`src/rtl/srate_tick_gen.sv`:
```
module srate_tick_gen #(
  parameter int DIV_W     = 13,
  parameter int SEL_W     = 2,
  parameter int FIX_LOG2  = 8
) (
  input  logic             clk,
  input  logic             rst_n,
  input  logic             ref_en,
  input  logic             ext_tick,
  input  logic [SEL_W-1:0] fixed_sel,
  input  logic [DIV_W-1:0] div_n,
  input  logic             follow_fixed,
  input  logic             ext_src,
  input  logic             play0_en,
  input  logic             play1_en,
  input  logic             rec_en,
  output logic             play0_tick,
  output logic             play1_tick,
  output logic             rec_tick
);

  localparam int FIX_W  = FIX_LOG2 + 1;
  localparam int PROG_W = DIV_W + 1;

  logic [FIX_W-1:0]  fix_period, fix_rem;
  logic [PROG_W-1:0] prog_period, prog_rem;
  logic              fix_hit, prog_hit, play1_src;

  assign fix_period  = FIX_W'(1) << (FIX_W'(FIX_LOG2) - FIX_W'(fixed_sel));
  assign prog_period = PROG_W'(div_n) + PROG_W'(2);

  assign fix_hit  = ref_en && (fix_rem == FIX_W'(1));
  assign prog_hit = ref_en && (prog_rem == PROG_W'(1));

  assign play1_src = follow_fixed ? fix_hit : (ext_src ? ext_tick : prog_hit);

  always_ff @(posedge clk) begin
    if (!rst_n) begin
      fix_rem <= '0;
    end else if (ref_en) begin
      if (fix_rem == '0)             fix_rem <= fix_period - FIX_W'(1);
      else if (fix_rem == FIX_W'(1)) fix_rem <= fix_period;
      else                           fix_rem <= fix_rem - FIX_W'(1);
    end
  end

  always_ff @(posedge clk) begin
    if (!rst_n) begin
      prog_rem <= '0;
    end else if (ref_en) begin
      if (prog_rem == '0)              prog_rem <= prog_period - PROG_W'(1);
      else if (prog_rem == PROG_W'(1)) prog_rem <= prog_period;
      else                             prog_rem <= prog_rem - PROG_W'(1);
    end
  end

  always_ff @(posedge clk) begin
    if (!rst_n) begin
      play0_tick <= 1'b0;
      play1_tick <= 1'b0;
      rec_tick   <= 1'b0;
    end else begin
      play0_tick <= fix_hit  && play0_en;
      play1_tick <= play1_src && play1_en;
      rec_tick   <= prog_hit && rec_en;
    end
  end


  play0_after_ref_chk: assert property (@(posedge clk) disable iff (!rst_n)
    play0_tick |-> $past(ref_en));

  rec_after_ref_chk: assert property (@(posedge clk) disable iff (!rst_n)
    rec_tick |-> $past(ref_en));

  play0_gate_chk: assert property (@(posedge clk) disable iff (!rst_n)
    play0_tick |-> $past(play0_en));

  play1_gate_chk: assert property (@(posedge clk) disable iff (!rst_n)
    play1_tick |-> $past(play1_en));

  rec_gate_chk: assert property (@(posedge clk) disable iff (!rst_n)
    rec_tick |-> $past(rec_en));

  play0_single_chk: assert property (@(posedge clk) disable iff (!rst_n)
    play0_tick |=> !play0_tick);

  rec_single_chk: assert property (@(posedge clk) disable iff (!rst_n)
    rec_tick |=> !rec_tick);

  follow_match_chk: assert property (@(posedge clk) disable iff (!rst_n)
    (follow_fixed && play0_en && play1_en) |=> (play1_tick == play0_tick));

  prog_match_chk: assert property (@(posedge clk) disable iff (!rst_n)
    (!follow_fixed && !ext_src && rec_en && play1_en) |=> (play1_tick == rec_tick));

  ext_pass_chk: assert property (@(posedge clk) disable iff (!rst_n)
    (!follow_fixed && ext_src && play1_en) |=> (play1_tick == $past(ext_tick)));

endmodule

```
`config.mk`:
```
export PLATFORM = sky130hd
export DESIGN_NAME = srate_tick_gen
export DESIGN_NICKNAME = d
export VERILOG_FILES = /design/src/rtl/srate_tick_gen.sv
export SDC_FILE = /design/constraint.sdc
export NUM_CORES = 1
export LEC_CHECK = 0
export CORE_MARGIN = 2
export CORE_UTILIZATION = 45
export DETAILED_ROUTE_END_ITERATION = 16
export DONT_BUFFER_PORTS = 1
export HOLD_SLACK_MARGIN = 0.12
export PLACE_DENSITY = 0.7
export SLEW_MARGIN = 20
export SYNTH_ARGS = -nofsm -noshare
export SYNTH_HDL_FRONTEND = slang
export SYNTH_SLANG_ARGS = --single-unit
```
`constraint.sdc`:
```
create_clock -name clk -period 2.4 [get_ports clk]
set_clock_uncertainty 0.2 [all_clocks]
set_input_delay 0.36 -clock clk [delete_from_list [all_inputs] [get_ports clk]]
set_output_delay 0.36 -clock clk [all_outputs]
set_load 0.02 [all_outputs]
```
==> qor.csv <==
stage,metric,value,unit
floorplanning,die_x,77.3,µm
synth,ys_types,66,
cts,cts_tree,yes,
timing,setup_viol,0,
worst_setup_path,endpoint,prog_rem[7]$_SDFFE_PN0P_,
worst_setup_path,arrival,2.29,ns
global_routing,grt_overflow_total,0,
synth,synth_area,2410,µm²
cts,root_buffer,clkbuf_8,
worst_setup_path,crit_start,prog_rem[4]$_SDFFE_PN0P_,
cells_and_area,finish.instance_area,2780,µm²
floorplanning,rows,26,
synth,synth.avg_cell_area,7.67,µm²
timing,setup_tns,0,ns
synth,synth-seq-area-share,21.6,%
global_routing,antenna_found_initial,0,
timing,slew_headroom,44.6,%
timing,tightest_slew,0.828,ns
cells_and_area,diodes,0,
cts,clkSlewWorstSetupHoldPaths,0.10,ns
global_routing,grt_start_max_net_pins,23,
worst_setup_path,worst-setup-path-type,flip-flop to flip-flop,
job,cap_violations,0,
floorplanning,coreArea,5140,µm²
power,vdd_drop_max,0.295,mV
min_path,hp-class,input pin to flip-flop,
timing,slew_viol_final,0,
synth,async_reset_ff_share,0,%
routing,drc,0,
routing,vias,2451,
timing,hold_viol_final,0,
worst_setup_path,ff2ff_setup_slack,0.13,ns
routing,wl_per_cell,16.0,µm
global_routing,grt_pass1_wl,11.0,mm
cells_and_area,areaGrowthSynthToFinish,15.0,%
synth,ys_seq_elements,26,
worst_setup_path,worst_setup_path_start_kind,flip-flop,
cells_and_area,final_nets,375,
cts,cts_num_sinks,26,
cells_and_area,fin_cells,411,
timing,grt_setup_unrepaired,true,
routing,drt-total-wl,6.59,mm
worst_setup_path,cp.required,2.42,ns
power,finalPower,2180,µW
global_routing,track_usage,22.7,%
cts,clk-insertion-delay-late,0.28,ns
routing,drtIter0Drc,138,
timing,finalCriticalPeriod,2.27,ns
cells_and_area,drive_gt1_share,13.2,%
floorplanning,dieHeight,77.3,µm
worst_setup_path,worst-path-max-fanout,7,
global_routing,grt_pass1_vias,2303,
cells_and_area,fillers,521,
placement,placed_area,2630,µm²
synth,ys.flop_type,dfxtp_1,
synth,syn-instance-count,315,
placement,gp_congestion,0.876,
placement,placed_cells,399,
cts,clk_path_buf_depth,2,
worst_setup_path,critPathCaptureType,flip-flop,
power,power.density,785,nW/µm²
power,leakagePower,0.00108,µW
floorplanning,dieArea,5970,µm²
synth,synth_edf_count,0,
outcome,run_status,completed,
routing,antenna_left,0,
synth,ys_warn_count,0,
placement,portBuffers,0,
placement,hpwl,4.83,mm
timing,max_clock_freq,0.441,GHz
cts,htreeDepth,1,
floorplanning,initial_core_util,47.0,%
timing,final.period_utilization,94.5,%
floorplanning,io_pins,27,
routing,dr.pass1.iters,4,
cts,cts_inserted_buffers,3,
worst_setup_path,r2r-start,prog_rem[4]$_SDFFE_PN0P_,
routing,post_drt_via_cell_ratio,5.96,
worst_setup_path,regToRegEndpoint,prog_rem[7]$_SDFFE_PN0P_,
worst_setup_path,r2r_cells,7,
==> critical path, stage by stage (launching register included) <==
cell,delay [ns]
dfxtp_1,0.39
nor4_4,0.36
and3_1,0.24
nand3_1,0.28
buf_4,0.27
and3_1,0.17
a31oi_1,0.14
a32o_1,0.17
==> layout make-up <==
cell class                 count  area [µm²]  area share, %
inverter                      11        41.3           1.49
timing repair buffer          36         290           10.5
sequential                    26         520           18.7
tap                           70        87.6           3.15
clock buffer                   4        55.1           1.98
multi-input combinational    264        1780           64.2
==> metrics by stage <==
stage / util [%] / hold slack [ns] / setup WS, ns
2_1_floorplan: - / 0.268 / 0.231
3_3_place_gp: 51.2 / 0.258 / 0.0836
3_5_place_dp: 51.2 / 0.262 / 0.0498
4_1_cts: 53.9 / 0.124 / 0.150
5_1_grt: 54.0 / 0.131 / -0.0199
6_report: 54.0 / 0.123 / 0.133
==> what timing repair did <==
item | CTS | global route
gates resized for setup | 0 | 3
buffers inserted | 0 | 0
endpoints found under the hold margin | 21 | 0
setup endpoints to repair | 0 | 2
hold buffers | 8 | 0
==> layout by cell type, fill, tap and decap left out, drive strengths merged, types with 3 or more instances in the layout <==
cell type    synthesis  layout
xnor2               11      11
and3                 9       9
a311oi               4       4
nor2b                3       3
nand4b               3       3
inv                 11      11
nand4                9       9
o22ai                4       4
ha                   9       9
nor4                 7       7
nand3b               5       5
dfxtp               26      26
xor2                15      15
o211ai               6       6
and2                 4       4
nor2                28      28
and4                 3       3
a31oi                5       5
o21ai               14      14
nor3b                4       4
a32oi                4       4
nor3                14      14
o31a                 3       3
dlygate4sd3          0       8
nand2               23      23
mux2i                6       6
nand3               18      18
buf                 10      28
a21oi               17      17
clkbuf               5       4
a211oi               5       5
==> power breakdown <==
| part | switching [µW] | total [µW] | internal [µW] |
|---|---|---|---|
| clock | 149 | 297 | 147 |
| combinational | 634 | 1240 | 607 |
| sequential | 117 | 643 | 525 |
==> worst min-delay path by stage <==
stage                                  startpoint                      end  depth (start not counted)
final                                follow_fixed    play1_tick$_SDFF_PN0_                          2
after global routing                 follow_fixed    play1_tick$_SDFF_PN0_                          2
after CTS                            follow_fixed    play1_tick$_SDFF_PN0_                          2
after detailed placement                   ref_en  fix_rem[0]$_SDFFE_PN0P_                          1
after global placement                     ref_en  fix_rem[0]$_SDFFE_PN0P_                          1
after floorplan           fix_rem[3]$_SDFFE_PN0P_  fix_rem[3]$_SDFFE_PN0P_                          2
==> kinds of logic after synthesis <==
logic type      count (synthesis)  share of synthesized area [%]
flops                          26                           21.6
fa+ha+maj                       9                           4.66
other cells                     1                          0.155
buf+inv                        26                           5.13
simple gates                  139                           33.1
mux                             7                           2.95
compound gates                 81                           23.1
xor+xnor                       26                           9.43
==> routing by layer <==
layer	global-route usage, %	wire [µm]
met5	0	0
met2	37.6	3070
met1	30.5	3110
met3	2.35	303
met4	8.39	93
==> flip-flops by register name, indices dropped and copies added (netlist names) <==
signal      count
prog_rem       14
fix_rem         9
play0_tick      1
play1_tick      1
rec_tick        1
==> Yosys cell counts, types with 6 or more instances <==
cell type	n	area, µm²
a21oi_1	17	85.1
and3_1	8	50.1
buf_2	6	30.0
dfxtp_1	26	521
ha_1	9	113
inv_1	11	41.3
mux2i_1	6	60.1
nand2_1	23	86.3
nand3_1	18	90.1
nand4_1	8	50.1
nor2_1	27	101
nor3_1	13	65.1
o211ai_1	6	45.0
o21ai_0	12	60.1
xnor2_1	11	96.3
xor2_1	15	131
No activity file was read; power rests on OpenSTA's default activity.
